===== src/rtl/irqc_pkg.sv =====
package irqc_pkg;

  localparam int unsigned WORD_W  = 32;
  localparam int unsigned MAX_SRC = 64;
  localparam int unsigned OFS_W   = 8;

  localparam logic [OFS_W-1:0] OFS_EN_LO   = 8'h00;
  localparam logic [OFS_W-1:0] OFS_EN_HI   = 8'h04;
  localparam logic [OFS_W-1:0] OFS_MASK_LO = 8'h08;
  localparam logic [OFS_W-1:0] OFS_MASK_HI = 8'h0C;
  localparam logic [OFS_W-1:0] OFS_STAT_LO = 8'h30;
  localparam logic [OFS_W-1:0] OFS_STAT_HI = 8'h34;

  typedef enum logic [1:0] {
    SEL_NONE,
    SEL_EN,
    SEL_MASK,
    SEL_STAT
  } reg_sel_t;

  typedef struct packed {
    reg_sel_t sel;
    logic     hi;
  } reg_dec_t;

  function automatic reg_dec_t decode_ofs(input logic [OFS_W-1:0] ofs);
    reg_dec_t d;
    d.sel = SEL_NONE;
    d.hi  = 1'b0;
    case (ofs)
      OFS_EN_LO:   d.sel = SEL_EN;
      OFS_EN_HI:   begin d.sel = SEL_EN;   d.hi = 1'b1; end
      OFS_MASK_LO: d.sel = SEL_MASK;
      OFS_MASK_HI: begin d.sel = SEL_MASK; d.hi = 1'b1; end
      OFS_STAT_LO: d.sel = SEL_STAT;
      OFS_STAT_HI: begin d.sel = SEL_STAT; d.hi = 1'b1; end
      default:     d.sel = SEL_NONE;
    endcase
    return d;
  endfunction

endpackage


===== src/rtl/irqc_apb_port.sv =====
module irqc_apb_port
  import irqc_pkg::*;
#(
  parameter int unsigned ADDR_W = 8
) (
  input  logic              psel,
  input  logic              penable,
  input  logic              pwrite,
  input  logic [ADDR_W-1:0] paddr,
  output logic              wr_stb,
  output logic              rd_stb,
  output reg_dec_t          dec
);

  logic [OFS_W-1:0] ofs;
  logic             upper_zero;

  generate
    if (ADDR_W > OFS_W) begin : g_wide
      assign ofs        = paddr[OFS_W-1:0];
      assign upper_zero = (paddr[ADDR_W-1:OFS_W] == '0);
    end else begin : g_narrow
      assign ofs        = OFS_W'(paddr);
      assign upper_zero = 1'b1;
    end
  endgenerate

  always_comb begin
    dec = decode_ofs(ofs);
    if (!upper_zero) begin
      dec.sel = SEL_NONE;
      dec.hi  = 1'b0;
    end
  end

  // Writes commit in the access phase; reads are captured in the setup phase.
  assign wr_stb = psel & penable & pwrite;
  assign rd_stb = psel & ~penable & ~pwrite;

endmodule


===== src/rtl/irqc_src_regs.sv =====
module irqc_src_regs
  import irqc_pkg::*;
#(
  parameter int unsigned NUM_SRC = 40
) (
  input  logic               clk,
  input  logic               rst,
  input  logic               wr_stb,
  input  reg_dec_t           dec,
  input  logic [WORD_W-1:0]  pwdata,
  output logic [MAX_SRC-1:0] en_q,
  output logic [MAX_SRC-1:0] mask_q
);

  logic wr_en_lo, wr_en_hi, wr_mask_lo, wr_mask_hi;

  assign wr_en_lo   = wr_stb && dec.sel == SEL_EN   && !dec.hi;
  assign wr_en_hi   = wr_stb && dec.sel == SEL_EN   &&  dec.hi;
  assign wr_mask_lo = wr_stb && dec.sel == SEL_MASK && !dec.hi;
  assign wr_mask_hi = wr_stb && dec.sel == SEL_MASK &&  dec.hi;

  for (genvar g = 0; g < MAX_SRC; g++) begin : g_bit
    localparam int unsigned BIT = g % WORD_W;
    localparam bit          HI  = (g >= WORD_W);
    if (g < NUM_SRC) begin : g_store
      logic wr_e, wr_m;
      assign wr_e = HI ? wr_en_hi   : wr_en_lo;
      assign wr_m = HI ? wr_mask_hi : wr_mask_lo;
      always_ff @(posedge clk) begin
        if (rst) begin
          en_q[g]   <= 1'b0;
          mask_q[g] <= 1'b0;
        end else begin
          if (wr_e) en_q[g]   <= pwdata[BIT];
          if (wr_m) mask_q[g] <= pwdata[BIT];
        end
      end
    end else begin : g_absent
      assign en_q[g]   = 1'b0;
      assign mask_q[g] = 1'b0;
    end
  end

endmodule


===== src/rtl/irqc_combine.sv =====
module irqc_combine
  import irqc_pkg::*;
#(
  parameter int unsigned NUM_SRC = 40
) (
  input  logic               clk,
  input  logic               rst,
  input  logic [NUM_SRC-1:0] irq_src,
  input  logic [MAX_SRC-1:0] en_q,
  input  logic [MAX_SRC-1:0] mask_q,
  output logic [MAX_SRC-1:0] pend,
  output logic               irq_out
);

  for (genvar g = 0; g < MAX_SRC; g++) begin : g_pend
    if (g < NUM_SRC) begin : g_live
      assign pend[g] = irq_src[g] & en_q[g] & ~mask_q[g];
    end else begin : g_dead
      assign pend[g] = 1'b0;
    end
  end

  always_ff @(posedge clk) begin
    if (rst) irq_out <= 1'b0;
    else     irq_out <= |pend;
  end

endmodule


===== src/rtl/apb_irq_combiner.sv =====
module apb_irq_combiner
  import irqc_pkg::*;
#(
  parameter int unsigned NUM_SRC = 40,
  parameter int unsigned ADDR_W  = 8
) (
  input  logic               clk,
  input  logic               rst,
  input  logic               psel,
  input  logic               penable,
  input  logic               pwrite,
  input  logic [ADDR_W-1:0]  paddr,
  input  logic [31:0]        pwdata,
  output logic [31:0]        prdata,
  output logic               pready,
  output logic               pslverr,
  input  logic [NUM_SRC-1:0] irq_src,
  output logic               irq_out
);

  logic               wr_stb, rd_stb;
  reg_dec_t           dec;
  logic [MAX_SRC-1:0] en_q, mask_q, pend;
  logic [WORD_W-1:0]  rd_word;

  irqc_apb_port #(.ADDR_W(ADDR_W)) u_port (
    .psel(psel), .penable(penable), .pwrite(pwrite), .paddr(paddr),
    .wr_stb(wr_stb), .rd_stb(rd_stb), .dec(dec)
  );

  irqc_src_regs #(.NUM_SRC(NUM_SRC)) u_regs (
    .clk(clk), .rst(rst), .wr_stb(wr_stb), .dec(dec), .pwdata(pwdata),
    .en_q(en_q), .mask_q(mask_q)
  );

  irqc_combine #(.NUM_SRC(NUM_SRC)) u_comb (
    .clk(clk), .rst(rst), .irq_src(irq_src), .en_q(en_q), .mask_q(mask_q),
    .pend(pend), .irq_out(irq_out)
  );

  always_comb begin
    case (dec.sel)
      SEL_EN:   rd_word = dec.hi ? en_q[MAX_SRC-1:WORD_W]   : en_q[WORD_W-1:0];
      SEL_MASK: rd_word = dec.hi ? mask_q[MAX_SRC-1:WORD_W] : mask_q[WORD_W-1:0];
      SEL_STAT: rd_word = dec.hi ? pend[MAX_SRC-1:WORD_W]   : pend[WORD_W-1:0];
      default:  rd_word = '0;
    endcase
  end

  always_ff @(posedge clk) begin
    if (rst)         prdata <= '0;
    else if (rd_stb) prdata <= rd_word;
  end

  assign pready  = 1'b1;
  assign pslverr = 1'b0;

endmodule


===== config.mk =====
export PLATFORM = sky130hd
export DESIGN_NAME = apb_irq_combiner
export DESIGN_NICKNAME = d
export VERILOG_FILES = /design/src/rtl/irqc_pkg.sv /design/src/rtl/irqc_apb_port.sv /design/src/rtl/irqc_src_regs.sv /design/src/rtl/irqc_combine.sv /design/src/rtl/apb_irq_combiner.sv
export SDC_FILE = /design/constraint.sdc
export NUM_CORES = 1
export LEC_CHECK = 0
export BUFFER_PORTS_ARGS = -buffer_cell sky130_fd_sc_hd__buf_2
export CAP_MARGIN = 10
export CORE_AREA = 2 2 135 137
export DETAILED_ROUTE_END_ITERATION = 8
export DIE_AREA = 0 0 137 139
export GPL_TIMING_DRIVEN = 0
export SLEW_MARGIN = 10
export SYNTH_ARGS = -nofsm -noshare
export SYNTH_HDL_FRONTEND = slang
export SYNTH_HIERARCHICAL = 1
export SYNTH_SLANG_ARGS = --single-unit

===== constraint.sdc =====
create_clock -name clk -period 7.35 [get_ports clk]
set_clock_uncertainty 0.2 [all_clocks]
set_input_delay 2.205 -clock clk [delete_from_list [all_inputs] [get_ports clk]]
set_output_delay 2.205 -clock clk [all_outputs]
set_load 0.005 [all_outputs]

==> flow_metrics.py <==
metrics = {
    "run_status": {
        "run_status": "finished, final reports clean",
    },
    "run": {
        "cap_violations": 0,
    },
    "min_path": {
        "min_from": "u_regs/mask_q[16]$_SDFFE_PP0P_",
        "holdCritPathClass": "reg2reg",
    },
    "placed_design": {
        "port_buffers": 117,
        "hpwl_mm": 14.5,
        "dp.cells": 1218,
        "gp_congestion": 0.787,
        "dpl_worst_slack_ps": 2440,
        "placed_area_mm2": 0.00840,
    },
    "drt": {
        "ant_nets": 0,
        "drtPass1Iterations": 4,
        "wl_mm": 20.4,
        "first_iter_violations": 223,
        "vias": 5893,
        "route.detailed.drc": 0,
        "vias_per_cell": 4.72,
        "routedWlPerCell_um": 16.3,
    },
    "floorplan": {
        "initial_core_util": 0.411,
        "die-area_mm2": 0.0190,
        "fp.dieH_um": 139,
        "coreArea_mm2": 0.0177,
        "rows": 49,
        "die_w_um": 137,
        "io_pins": 120,
    },
    "final_layout": {
        "final_util": 0.509,
        "diodes": 0,
        "area_delta_synth_final_pct": 23.7,
        "fin_nets": 1093,
        "finalNonFillerCells": 1248,
        "drive_gt1_frac": 0.244,
        "mostFrequentLayoutCells": "mux2i_1 (176), nand2b_1 (146), buf_2 (125), dfxtp_1 (113), buf_4 (79)",
        "final_cell_area_mm2": 0.00898,
        "final_common_cell": "mux2i_1",
    },
    "cts": {
        "post_cts_buffers": 0,
        "hold_buffers": 0,
        "htreeDepth": 4,
        "clk_path_buf_depth": 2,
        "cts_tree": "yes",
        "cts_resized": 0,
        "clk_latency_ps": 420,
        "clkSlewWorstSetupHoldPaths_ps": 50,
        "clkSinkCount": 113,
        "root_buffer": "clkbuf_16",
        "cts_buffers": 17,
    },
    "synthesis": {
        "ys_seq_area_frac": 0.311,
        "syn_inst": 802,
        "syn_avg_cell_area_um2": 9.06,
        "syn_area_mm2": 0.00726,
        "synth_cell_types": 33,
        "ys.warnings.count": 6,
        "ys_ff_latch": 113,
    },
    "power": {
        "power_mw": 1.56,
        "irDropWorstVdd_mv": 0.145,
        "leakagePower_nw": 3.98,
        "power_density_mw_per_mm2": 173,
    },
    "timing": {
        "setup_ws_ps": 2890,
        "fin_setup_tns_ps": 0,
        "max_slew_margin": 0.512,
        "post-route-period-util": 0.607,
        "clock.fmax_mhz": 224,
        "finalHoldViolCount": 0,
        "min_period_ps": 4460,
        "rsz0062_at_grt": "false",
        "tightestPinTransition_ps": 731,
        "hold_ws_ps": 286,
        "finalSetupViolations": 0,
        "slew_violations": 0,
    },
    "worst_setup_path": {
        "reg2regPathDepth": 4,
        "worstReg2RegStart": "u_regs/mask_q[14]$_SDFFE_PP0P_",
        "regToRegSetupSlack_ps": 5420,
        "endpoint_kind": "register",
        "r2r_end": "u_comb/irq_out$_SDFF_PP0_",
        "crit_end": "prdata[4]$_SDFFE_PP0P_",
        "crit_path_start_kind": "input pin",
        "crit_type": "in2reg",
        "crit_path_max_fanout": 10,
        "startpoint": "paddr[1]",
        "arrival_ps": 4570,
        "critical_path_required_ps": 7460,
    },
    "grt": {
        "grt_pass1_wl_mm": 31.3,
        "grt_overflow": 0,
        "antenna_found_initial": 0,
        "grt_max_degree": 17,
        "track_usage": 0.217,
        "grt_pass1_vias": 5768,
    },
}
Yosys cell counts:
cell type  count  area, µm²
a211oi_2       2       25.0
a21oi_1       33        165
a41oi_1        1       8.76
and3_1         1       6.26
and4bb_1       1       12.5
buf_1          2       7.51
buf_12         3       60.1
buf_2          8       40.0
buf_4         79        593
buf_6          8       90.1
buf_8          2       30.0
clkbuf_1      23       86.3
conb_1         4       15.0
dfxtp_1      113       2260
inv_1         33        124
mux2i_1      176       1760
nand2_1       10       37.5
nand2b_1     146        913
nand3b_1      32        240
nand3b_2       1       11.3
nand4_1        8       50.1
nand4b_1       2       17.5
nand4bb_1      1       11.3
nor2_1         8       30.0
nor3b_1        1       7.51
nor4_1         4       25.0
o21a_1        32        240
o21ai_0        7       35.0
o21ai_1       26        130
o22ai_1       32        200
or2_2          1       6.26
or3b_2         1       8.76
or4_4          1       11.3
routing by layer:
| layer | vias to the layer above | track usage | share of wire |
|---|---|---|---|
| li1 | 3034 | - | - |
| met1 | 2712 | 0.292 | 0.48 |
| met2 | 129 | 0.353 | 0.46 |
| met3 | 18 | 0.0482 | 0.045 |
| met4 | 0 | 0.0494 | 0.012 |
| met5 | - | 0 | 0 |
final cells by class:
type	instances	area, µm²
Sequential cell	113	2260
Buffer	125	907
Multi-Input combinational cell	601	4230
Tap cell	229	287
Timing Repair Buffer	117	586
Fill cell	1723	8670
Clock inverter	6	105
Clock buffer	24	482
Inverter	33	124
cells by family after synthesis:
family	after synthesis	synth area share
DFF	113	0.311
buffers and inverters	158	0.142
and+or+nand+nor	218	0.191
muxes	176	0.243
other	4	0.00207
AOI/OAI and AO/OA	133	0.111
where the power goes:
| part | total, mW | switching, mW | internal [mW] |
|---|---|---|---|
| Sequential | 0.614 | 0.000321 | 0.614 |
| Clock | 0.831 | 0.277 | 0.554 |
| Combinational | 0.112 | 0.0502 | 0.0619 |
worst max-delay path: stages:
cell and delay [ps]:
buf_2 100, or4_4 550, a21oi_1 520, nand2b_1 280, buf_1 530, o22ai_1 170
o21a_1 210
worst min path at each step:
| stage | to | slack (ps) | cells past startpoint |
|---|---|---|---|
| 2_1_floorplan | u_regs/mask_q[0]$_SDFFE_PP0P_ | 260 | 2 |
| 3_3_place_gp | u_regs/mask_q[16]$_SDFFE_PP0P_ | 270 | 2 |
| 3_5_place_dp | u_regs/en_q[12]$_SDFFE_PP0P_ | 280 | 2 |
| 4_1_cts | u_regs/mask_q[8]$_SDFFE_PP0P_ | 290 | 2 |
| 5_1_grt | u_regs/en_q[9]$_SDFFE_PP0P_ | 300 | 2 |
| 6_report | u_regs/mask_q[16]$_SDFFE_PP0P_ | 290 | 2 |
sequential cells by signal, indices dropped and copies added (netlist names):
register        cells
u_comb/irq_out      1
u_regs/mask_q      40
prdata             32
u_regs/en_q        40
(Power assumes the default switching activity.)
